[src/rtl/keyed_cfg_pkg.sv]
package keyed_cfg_pkg;

  localparam int DATA_W = 32;
  localparam int ADDR_W = 20;
  localparam int SREV_W = 4;

  // Register offsets (bytes)
  localparam logic [ADDR_W-1:0] OFF_SILREV = 20'h00008;
  localparam logic [ADDR_W-1:0] OFF_KICKA  = 20'h00038;
  localparam logic [ADDR_W-1:0] OFF_KICKB  = 20'h0003C;
  localparam logic [ADDR_W-1:0] OFF_LOCK   = 20'h40004;
  localparam logic [ADDR_W-1:0] OFF_CTL    = 20'h40008;
  localparam logic [ADDR_W-1:0] OFF_STAT0  = 20'h40014;
  localparam logic [ADDR_W-1:0] OFF_STAT1  = 20'h40018;
  localparam logic [ADDR_W-1:0] OFF_CTL2   = 20'h4002C;
  localparam logic [ADDR_W-1:0] OFF_WONCE  = 20'h40030;

  localparam logic [DATA_W-1:0] KICKA_KEY_DEF = 32'h83E7_0B13;
  localparam logic [DATA_W-1:0] KICKB_KEY_DEF = 32'h95A4_F1E0;
  localparam logic [DATA_W-1:0] CTL_KEY_DEF   = 32'h0F0A_0B00;

  // Field group A: low devices in the main control word
  localparam int GA_N    = 12;
  localparam int GA_BITS = 2;
  localparam int GA_LSB  = 0;
  localparam int GA_EN   = 1;
  localparam int GA_DIS  = 0;
  // Field group B: top field of the main control word
  localparam int GB_N    = 1;
  localparam int GB_BITS = 2;
  localparam int GB_LSB  = 30;
  localparam int GB_EN   = 3;
  localparam int GB_DIS  = 0;
  // Field group C: enable-only devices in the second control word
  localparam int GC_N    = 2;
  localparam int GC_BITS = 1;
  localparam int GC_LSB  = 0;
  localparam int GC_EN   = 1;
  localparam int GC_DIS  = 0;

  localparam int NDEV = GA_N + GB_N + GC_N;

  // Status layout
  localparam int ST_BITS    = 3;
  localparam int ST_PER_REG = 10;
  localparam int ST_NREG    = 2;
  localparam int ST_EN      = 1;
  localparam int ST_DIS     = 0;

  typedef enum logic [1:0] {
    KS_LOCKED = 2'd0,
    KS_HALF   = 2'd1,
    KS_OPEN   = 2'd2
  } kick_state_e;

endpackage

[src/rtl/kick_unlock.sv]
module kick_unlock
  import keyed_cfg_pkg::*;
#(
  parameter logic [DATA_W-1:0] KEY_A = KICKA_KEY_DEF,
  parameter logic [DATA_W-1:0] KEY_B = KICKB_KEY_DEF
) (
  input  logic              clk,
  input  logic              rst,
  input  logic              wr_a_i,
  input  logic              wr_b_i,
  input  logic [DATA_W-1:0] wdata_i,
  output kick_state_e       state_o
);

  kick_state_e st_q;
  kick_state_e st_d;
  logic        key_a_ok;
  logic        key_b_ok;

  assign key_a_ok = (wdata_i == KEY_A);
  assign key_b_ok = (wdata_i == KEY_B);

  always_comb begin
    st_d = st_q;
    if (wr_a_i) begin
      if (!key_a_ok)
        st_d = KS_LOCKED;
      else if (st_q != KS_OPEN)
        st_d = KS_HALF;
    end else if (wr_b_i) begin
      if (st_q == KS_HALF)
        st_d = key_b_ok ? KS_OPEN : KS_LOCKED;
    end
  end

  always_ff @(posedge clk) begin
    if (rst) st_q <= KS_LOCKED;
    else     st_q <= st_d;
  end

  assign state_o = st_q;

endmodule

[src/rtl/dev_field_bank.sv]
module dev_field_bank
  import keyed_cfg_pkg::*;
#(
  parameter int NDEVS   = 12,
  parameter int FBITS   = 2,
  parameter int LSB     = 0,
  parameter int EN_CODE = 1,
  parameter int RST_CODE = 0,
  parameter bit CAN_DIS = 1'b1
) (
  input  logic              clk,
  input  logic              rst,
  input  logic              wr_i,
  input  logic [DATA_W-1:0] wdata_i,
  output logic [DATA_W-1:0] img_o,
  output logic [NDEVS-1:0]  en_o
);

  localparam logic [FBITS-1:0] EN_F  = FBITS'(EN_CODE);
  localparam logic [FBITS-1:0] RST_F = FBITS'(RST_CODE);

  logic [DATA_W-1:0] part [NDEVS];
  logic              unused_wdata;

  assign unused_wdata = ^wdata_i;

  for (genvar g = 0; g < NDEVS; g++) begin : g_dev
    localparam int FLO = LSB + g * FBITS;
    logic [FBITS-1:0] fld_q;
    logic [FBITS-1:0] fld_wr;

    assign fld_wr = wdata_i[FLO +: FBITS];

    if (CAN_DIS) begin : g_free
      always_ff @(posedge clk) begin
        if (rst)       fld_q <= RST_F;
        else if (wr_i) fld_q <= fld_wr;
      end
    end else begin : g_sticky
      always_ff @(posedge clk) begin
        if (rst)                        fld_q <= RST_F;
        else if (wr_i && fld_q != EN_F) fld_q <= fld_wr;
      end
    end

    assign en_o[g] = (fld_q == EN_F);
    assign part[g] = DATA_W'(fld_q) << FLO;
  end

  always_comb begin
    img_o = '0;
    for (int i = 0; i < NDEVS; i++) img_o = img_o | part[i];
  end

endmodule

[src/rtl/status_mirror.sv]
module status_mirror
  import keyed_cfg_pkg::*;
#(
  parameter int NDEVS   = 12,
  parameter int PER_REG = ST_PER_REG,
  parameter int NREG    = ST_NREG,
  parameter int SBITS   = ST_BITS
) (
  input  logic                   clk,
  input  logic                   rst,
  input  logic [NDEVS-1:0]       en_i,
  output logic [NDEVS-1:0]       st_o,
  output logic [NREG*DATA_W-1:0] img_o
);

  localparam int IMG_W = NREG * DATA_W;
  localparam logic [SBITS-1:0] CODE_ON  = SBITS'(ST_EN);
  localparam logic [SBITS-1:0] CODE_OFF = SBITS'(ST_DIS);

  logic [NDEVS-1:0] st_q;
  logic [IMG_W-1:0] part [NDEVS];

  always_ff @(posedge clk) begin
    if (rst) st_q <= '0;
    else     st_q <= en_i;
  end

  for (genvar d = 0; d < NDEVS; d++) begin : g_st
    localparam int RIDX = d / PER_REG;
    localparam int SIDX = d % PER_REG;
    localparam int POS  = RIDX * DATA_W + SIDX * SBITS;
    assign part[d] = IMG_W'(st_q[d] ? CODE_ON : CODE_OFF) << POS;
  end

  always_comb begin
    img_o = '0;
    for (int i = 0; i < NDEVS; i++) img_o = img_o | part[i];
  end

  assign st_o = st_q;

endmodule

[src/rtl/keyed_cfg_bank.sv]
module keyed_cfg_bank
  import keyed_cfg_pkg::*;
#(
  parameter logic [DATA_W-1:0] KICK_KEY_A = KICKA_KEY_DEF,
  parameter logic [DATA_W-1:0] KICK_KEY_B = KICKB_KEY_DEF,
  parameter logic [DATA_W-1:0] CTL_KEY    = CTL_KEY_DEF,
  parameter logic [SREV_W-1:0] SIL_REV    = 4'h3
) (
  input  logic              clk,
  input  logic              rst,
  input  logic [ADDR_W-1:0] bus_addr,
  input  logic              bus_we,
  input  logic [DATA_W-1:0] bus_wdata,
  output logic [DATA_W-1:0] bus_rdata,
  output logic              bus_werr,
  output logic [NDEV-1:0]   dev_en_o
);

  localparam int ST_DEVS = GA_N;

  kick_state_e kick_st;
  logic        bank_open;
  logic        hit_ka, hit_kb, hit_lock, hit_ctl, hit_ctl2, hit_wo, hit_prot;
  logic        wr_lock, wr_ctl, wr_ctl2, wr_wo;
  logic        werr_d;
  logic        ctl_unl_q;
  logic [DATA_W-1:0] wo_val_q;
  logic        wo_done_q;
  logic [DATA_W-1:0] img_a, img_b, img_c;
  logic [GA_N-1:0]   en_a;
  logic [GB_N-1:0]   en_b;
  logic [GC_N-1:0]   en_c;
  logic [ST_DEVS-1:0] stat_en;
  logic [ST_NREG*DATA_W-1:0] stat_img;
  logic [DATA_W-1:0] rd_d;

  // Address decode
  assign hit_ka   = (bus_addr == OFF_KICKA);
  assign hit_kb   = (bus_addr == OFF_KICKB);
  assign hit_lock = (bus_addr == OFF_LOCK);
  assign hit_ctl  = (bus_addr == OFF_CTL);
  assign hit_ctl2 = (bus_addr == OFF_CTL2);
  assign hit_wo   = (bus_addr == OFF_WONCE);
  assign hit_prot = hit_lock | hit_ctl | hit_ctl2 | hit_wo;

  kick_unlock #(
    .KEY_A (KICK_KEY_A),
    .KEY_B (KICK_KEY_B)
  ) u_kick (
    .clk     (clk),
    .rst     (rst),
    .wr_a_i  (bus_we & hit_ka),
    .wr_b_i  (bus_we & hit_kb),
    .wdata_i (bus_wdata),
    .state_o (kick_st)
  );

  assign bank_open = (kick_st == KS_OPEN);

  // Write gating
  assign wr_lock = bus_we & hit_lock & bank_open;
  assign wr_ctl  = bus_we & hit_ctl  & bank_open & ctl_unl_q;
  assign wr_ctl2 = bus_we & hit_ctl2 & bank_open;
  assign wr_wo   = bus_we & hit_wo   & bank_open;
  assign werr_d  = bus_we & ((hit_prot & ~bank_open) | (hit_ctl & ~ctl_unl_q));

  // Per-register lock for the main control word
  always_ff @(posedge clk) begin
    if (rst)          ctl_unl_q <= 1'b0;
    else if (wr_lock) ctl_unl_q <= (bus_wdata == CTL_KEY);
  end

  // Write-once word
  always_ff @(posedge clk) begin
    if (rst) begin
      wo_val_q  <= '0;
      wo_done_q <= 1'b0;
    end else if (wr_wo && !wo_done_q) begin
      wo_val_q  <= bus_wdata;
      wo_done_q <= 1'b1;
    end
  end

  dev_field_bank #(
    .NDEVS (GA_N), .FBITS (GA_BITS), .LSB (GA_LSB),
    .EN_CODE (GA_EN), .RST_CODE (GA_DIS), .CAN_DIS (1'b1)
  ) u_grp_a (
    .clk (clk), .rst (rst), .wr_i (wr_ctl), .wdata_i (bus_wdata),
    .img_o (img_a), .en_o (en_a)
  );

  dev_field_bank #(
    .NDEVS (GB_N), .FBITS (GB_BITS), .LSB (GB_LSB),
    .EN_CODE (GB_EN), .RST_CODE (GB_DIS), .CAN_DIS (1'b1)
  ) u_grp_b (
    .clk (clk), .rst (rst), .wr_i (wr_ctl), .wdata_i (bus_wdata),
    .img_o (img_b), .en_o (en_b)
  );

  dev_field_bank #(
    .NDEVS (GC_N), .FBITS (GC_BITS), .LSB (GC_LSB),
    .EN_CODE (GC_EN), .RST_CODE (GC_DIS), .CAN_DIS (1'b0)
  ) u_grp_c (
    .clk (clk), .rst (rst), .wr_i (wr_ctl2), .wdata_i (bus_wdata),
    .img_o (img_c), .en_o (en_c)
  );

  status_mirror #(
    .NDEVS (ST_DEVS)
  ) u_stat (
    .clk   (clk),
    .rst   (rst),
    .en_i  (en_a),
    .st_o  (stat_en),
    .img_o (stat_img)
  );

  // Read mux
  always_comb begin
    rd_d = '0;
    case (bus_addr)
      OFF_SILREV: rd_d[DATA_W-1 -: SREV_W] = SIL_REV;
      OFF_LOCK:   rd_d[0] = ctl_unl_q;
      OFF_CTL:    rd_d = img_a | img_b;
      OFF_CTL2:   rd_d = img_c;
      OFF_STAT0:  rd_d = stat_img[DATA_W-1:0];
      OFF_STAT1:  rd_d = stat_img[2*DATA_W-1:DATA_W];
      OFF_WONCE:  rd_d = wo_val_q;
      default:    rd_d = '0;
    endcase
  end

  // Registered outputs
  always_ff @(posedge clk) begin
    if (rst) begin
      bus_rdata <= '0;
      bus_werr  <= 1'b0;
      dev_en_o  <= '0;
    end else begin
      bus_rdata <= rd_d;
      bus_werr  <= werr_d;
      dev_en_o  <= {en_c, en_b, en_a};
    end
  end

endmodule

[config.mk]
export PLATFORM = sky130hd
export DESIGN_NAME = keyed_cfg_bank
export DESIGN_NICKNAME = d
export VERILOG_FILES = /design/src/rtl/keyed_cfg_pkg.sv /design/src/rtl/kick_unlock.sv /design/src/rtl/dev_field_bank.sv /design/src/rtl/status_mirror.sv /design/src/rtl/keyed_cfg_bank.sv
export SDC_FILE = /design/constraint.sdc
export NUM_CORES = 1
export LEC_CHECK = 0
export ABC_AREA = 1
export BUFFER_PORTS_ARGS = -buffer_cell sky130_fd_sc_hd__buf_2
export CORE_ASPECT_RATIO = 0.75
export CORE_UTILIZATION = 25
export CTS_CLUSTER_DIAMETER = 100
export DETAILED_ROUTE_END_ITERATION = 16
export PLACE_DENSITY = 0.48
export SYNTH_ARGS = -nofsm -noshare
export SYNTH_HDL_FRONTEND = slang
export SYNTH_SLANG_ARGS = --single-unit
[constraint.sdc]
create_clock -name clk -period 4.1 [get_ports clk]
set_input_delay 1.025 -clock clk [delete_from_list [all_inputs] [get_ports clk]]
set_output_delay 1.025 -clock clk [all_outputs]
set_load 0.1 [all_outputs]
**Yosys cells after proc, flatten, opt, wreduce, memory -nomap -nowiden**

Index checks and enable logic that the tools add are counted.
W data, S select, Z words.

- Register bits after elaboration: 124
- Bits in latches: 0
- Memory bits (writable): 0
- Memory bits (read-only): 0
- Input bits: 55
- Output and inout bits: 48
- Word-level logic and storage cells: 126
- Memories: 0

- Add/sub/neg operators: 0
- Multipliers: 0
- Divide/modulo/power cells: 0
- Magnitude comparators: 0
- Equality and inequality tests: 29
- Shift-type cells: 0
- Mux-type cells: 21
- Bitwise gates (word level): 46
- Reduce and logical (&&, ||, !) cells: 7

Operators by type and width:

| operator | number |
|---|---|
| $or A64 B64 Y64 | 6 |
| $pmux W27 S5 | 1 |
| $eq A20 B19 Y1 const B | 6 |
| $eq A32 B32 Y1 const B | 2 |
| $or A64 B22 Y64 | 1 |
| $or A64 B25 Y64 | 1 |
| $or A64 B28 Y64 | 1 |
| $or A64 B33 Y64 | 1 |
| $or A64 B36 Y64 | 1 |
| $eq A20 B6 Y1 const B | 2 |
| $eq A32 B28 Y1 const B | 1 |
| $or A32 B10 Y32 | 1 |
| $or A32 B12 Y32 | 1 |
| $or A32 B14 Y32 | 1 |
| $or A32 B16 Y32 | 1 |
| $or A32 B18 Y32 | 1 |
| $or A32 B20 Y32 | 1 |
| $or A32 B22 Y32 | 1 |
| $or A32 B24 Y32 | 1 |
| $or A32 B32 Y32 | 1 |
| $or A32 B6 Y32 | 1 |
| $or A32 B8 Y32 | 1 |
| $eq A2 B1 Y1 const B | 13 |
| $pmux W4 S6 | 1 |
| 16 further kinds | 55 |

**Depth between registers and ports, before layout**

- Depth after elaboration: 13
- Depth in mapped cells: 10

**By module**

From an unflattened synthesis, not the netlist that was laid out.

- Cells, all modules: 1106
- Area, all modules: 7129.3 µm²

By module, submodules not included:

| module | times used | cells an instance | area each (µm²) | seq. area each (µm²) |
|---|---|---|---|---|
| keyed_cfg_bank | 1 | 636 | 4083.9 | 1641.6 |
| dev_field_bank at u_grp_a | 1 | 185 | 1138.6 | 480.5 |
| status_mirror | 1 | 102 | 825.8 | 240.2 |
| kick_unlock | 1 | 94 | 439.2 | 40.0 |
| dev_field_bank at u_grp_c | 1 | 43 | 324.1 | 40.0 |
| dev_field_bank at u_grp_b | 1 | 46 | 317.8 | 40.0 |

**Least setup slack after synthesis**

No wires, ideal clock.

- Path kind: input -> register
- Start: input port bus_addr[15]
- End: register wo_val_q[17]
- Setup time: 116 ps
- Arrival time: 2052 ps
- Data required time: 3984 ps
- Slack: 1933 ps
- Stages: 9
- Cells stage by stage: nor2_1 > nand2_1 > nor2_4 > nand3_4 > inv_2 > nand3_4 > buf_6 > nor2_1 > nor2_1

- Word-level cells in the longest chain between the ends: 4

RTL lines:

| element | line | text |
|---|---|---|
| start: declaration | keyed_cfg_bank.sv:11 | `input logic [ADDR_W-1:0] bus_addr,` |
| $eq A20 B19 Y1 | keyed_cfg_bank.sv:43 | `assign hit_wo = (bus_addr == OFF_WONCE);` |
| $and A1 B1 Y1 (2 in series) | keyed_cfg_bank.sv:64 | `assign wr_wo = bus_we & hit_wo & bank_open;` |
| $logic_and A1 B1 Y1 | keyed_cfg_bank.sv:78 | `end else if (wr_wo && !wo_done_q) begin` |
| end signal: assignment | keyed_cfg_bank.sv:79 | `wo_val_q <= bus_wdata;` |
| end: declaration | keyed_cfg_bank.sv:27 | `logic [DATA_W-1:0] wo_val_q;` |

No other way between the ends.
A chain may end at the register's enable or synchronous reset.

**Worst setup path in the final report**

- Start: input port bus_addr[15]
- End: register u_grp_b.g_dev[0].fld_q[0]

- Word-level cells in the longest chain between the ends: 4

RTL lines:

| element | line | text |
|---|---|---|
| $eq A20 B19 Y1 | keyed_cfg_bank.sv:41 | `assign hit_ctl = (bus_addr == OFF_CTL);` |
| $and A1 B1 Y1 (3 in series) | keyed_cfg_bank.sv:62 | `assign wr_ctl = bus_we & hit_ctl & bank_open & ctl_unl_q;` |
| end signal: assignment | dev_field_bank.sv:37 | `else if (wr_i) fld_q <= fld_wr;` |
| end: declaration | dev_field_bank.sv:29 | `logic [FBITS-1:0] fld_q;` |

No other way between the ends.

==> results.py <==
metrics = {
    "timing": {
        "slew_violations": 0,
        "max_slew_margin": 0.452,
        "rsz0062_at_grt": "no",
        "final.setup.tns_ps": 0,
        "final-hold-violation-count": 0,
        "period_share": 0.672,
        "finClkSkew_ps": 14.8,
        "setup_viol": 0,
        "worst_slew_pin_slew_ps": 823,
        "period_needed_ps": 2760,
        "max_freq_mhz": 363,
    },
    "drt": {
        "drc_errors": 0,
        "totalWireLength_um": 14300,
        "first_pass_iters": 4,
        "wl_per_cell_um": 14.5,
        "routed_via_density": 4.31,
        "ant_nets": 0,
        "vias": 4261,
        "detail_route.iter0.violations": 267,
    },
    "logic_synthesis": {
        "synthDistinctLibCells": 27,
        "synth_fp_nets": 702,
        "synth_edf_count": 0,
        "synth_commonest_cells": "nor2_1 (182), nand2_1 (121), dfxtp_1 (112), o21ai_0 (49), inv_1 (44)",
        "synth-seq-cells": 112,
        "yosysMostFrequentCell": "nor2_1",
        "synth.area.top_cells": "dfxtp_1 (48%), nor2_1 (15%), nand2_1 (9.7%)",
        "synth_area_leader_cell": "dfxtp_1",
        "postSynthAreaPerCell_um2": 7.22,
        "ys.flop_type": "dfxtp_1",
        "ys_seq_area_frac": 0.480,
        "netlist_area_mm2": 0.00467,
        "yosysWarnings": 0,
        "netlist.area_leader.share": 0.480,
        "syn_inst": 647,
        "async_flop_share": 0,
    },
    "critical_path": {
        "slowest_stage": "nor2_4",
        "worstSetupStartpointType": "input port",
        "path_max_fanout": 26,
        "worstPathCellList": "buf_2 > nor2_1 > nand2_1 > nor2_4 > nand3_4 > inv_2 > nand3_4 > nor2_1 > nor2_1",
        "arrival_ps": 2990,
        "required_ps": 4340,
        "endpoint_kind": "flip-flop",
        "cpPeakStageDelay_ps": 380,
        "critPathKind": "input port to flip-flop",
        "cp_common_cell": "nor2_1",
    },
    "pwr": {
        "irDropWorstVdd_v": 0.000178,
        "cellPowerDensity_mw_per_mm2": 365,
        "p_leak_uw": 0.00268,
    },
    "clocking": {
        "clk_pin_slew_ps": 80,
        "cts-buffers-inserted": 9,
        "cts_sinks": 112,
        "clk_root_buffer_cell": "clkbuf_16",
        "cts_tree": "done",
        "cts-resized-gates": 0,
        "cts_buffer_depth": 2,
        "post_cts_buffers": 0,
        "htree_levels": 3,
        "clock_latency_ps": 350,
        "cts_hold_buf": 0,
    },
    "floorplan": {
        "core_area_mm2": 0.0180,
        "io_pins": 103,
        "die_y_um": 120,
        "rows": 42,
        "die_x_um": 160,
        "die_area_mm2": 0.0192,
        "start_util": 0.260,
    },
    "grt": {
        "overflow": 0,
        "first_global_vias": 3926,
        "antenna_found_initial": 0,
        "grt_pass1_wl_um": 22300,
        "grt_usage": 0.151,
        "grt_max_degree": 54,
    },
    "min_path": {
        "hold_path_class": "flip-flop to flip-flop",
    },
    "layout": {
        "register_area_mm2": 0.00224,
        "multiInputGateArea_mm2": 0.00208,
        "instances_no_fill": 988,
        "nNetsFinal": 796,
        "layout-drive-gt1-share": 0.201,
        "diodes": 0,
        "fillers": 2020,
        "syn_to_final_growth_pct": 21.6,
    },
    "flow_run": {
        "cap_viol_max_count": 0,
    },
    "place": {
        "portBuffers": 102,
        "dp_hpwl_um": 10000,
        "gp_congestion": 0.781,
        "placed_cells": 972,
    },
    "status": {
        "status": "finished, final reports clean",
    },
}
[cell families after synthesis]
group	share of synthesized area
buf+inv	0.0750
compound gates	0.104
flops	0.480
simple gates	0.341
[cell type report]
| class | count | area share |
|---|---|---|
| inverter | 50 | 0.0330 |
| clock buffer | 11 | 0.0445 |
| sequential | 112 | 0.395 |
| timing repair buffer | 108 | 0.100 |
| tap | 242 | 0.0533 |
| clock inverter | 5 | 0.00815 |
| multi-input combinational | 460 | 0.366 |
[critical path, delay by kind of cell]
kind / cells / cell delay [ps]
buf+inv: 2 / 440
simple gates: 7 / 1510
[power breakdown]
| part | leakage, µW | internal [µW] | switching [µW] |
|---|---|---|---|
| clock network | 0.000142 | 456 | 432 |
| logic | 0.00164 | 32.7 | 64.6 |
| registers | 0.000902 | 1090 | 0.0000186 |
| total | 0.00268 | 1580 | 496 |
[metal layers]
layer,GRT usage,wire [µm],up-vias
met3,0.0319,666,8
met4,0.0304,106,0
met5,0,0,-
li1,-,-,2231
met2,0.221,5850,109
met1,0.227,7660,1913
[state kept, by name, indices dropped and copies added (netlist names)]
| signal | cells |
|---|---|
| bus_rdata | 32 |
| wo_val_q | 32 |
| u_grp_a.g_dev.fld_q | 24 |
| u_stat.st_o | 11 |
| dev_en_o | 4 |
| u_grp_b.g_dev.fld_q | 2 |
| u_grp_c.g_dev.fld_q | 2 |
| u_kick.state_o | 2 |
| bus_werr | 1 |
| ctl_unl_q | 1 |
| wo_done_q | 1 |
[metrics by stage]
| step | setup slack, ps | area (µm²) | total power [µW] | hold slack [ps] | util |
|---|---|---|---|---|---|
| 5_1_grt | 1160 | 5680 | 2140 | 460 | 0.316 |
| 2_1_floorplan | 1930 | 4670 | 1150 | 406 | - |
| 6_report | 1350 | 5680 | 2070 | 437 | 0.316 |
| 3_5_place_dp | 998 | 5380 | 1210 | 425 | 0.299 |
| 3_3_place_gp | 1000 | 5380 | 1210 | 425 | 0.299 |
| 4_1_cts | 1370 | 5680 | 2090 | 438 | 0.316 |
[placed cells by master, fill, tap and decap left out, drive strengths merged]
master	n
o21bai	1
or2	1
inv	52
nor2	191
clkinvlp	2
clkbuf	11
a21oi	23
nor3	6
dfxtp	112
nand3b	5
nand2	123
nand3	29
clkinv	1
o21ai	72
and3	1
buf	108
nand4	8
[path summary, 6_finish.rpt]
kind,from,end,slack (ps),cells past startpoint
setup reg to reg,u_kick.state_o[1]$_SDFFE_PP0P_,wo_val_q[10]$_SDFFE_PP0P_,2300,7
setup / recovery,bus_addr[15],u_grp_b.g_dev[0].fld_q[0]$_SDFFE_PP0P_,1350,9
hold / removal,u_grp_a.g_dev[11].fld_q[1]$_SDFFE_PP0P_,dev_en_o[11]$_SDFF_PP0_,440,1
hold reg to reg,u_grp_a.g_dev[11].fld_q[1]$_SDFFE_PP0P_,dev_en_o[11]$_SDFF_PP0_,440,1
(Power assumes the default switching activity.)
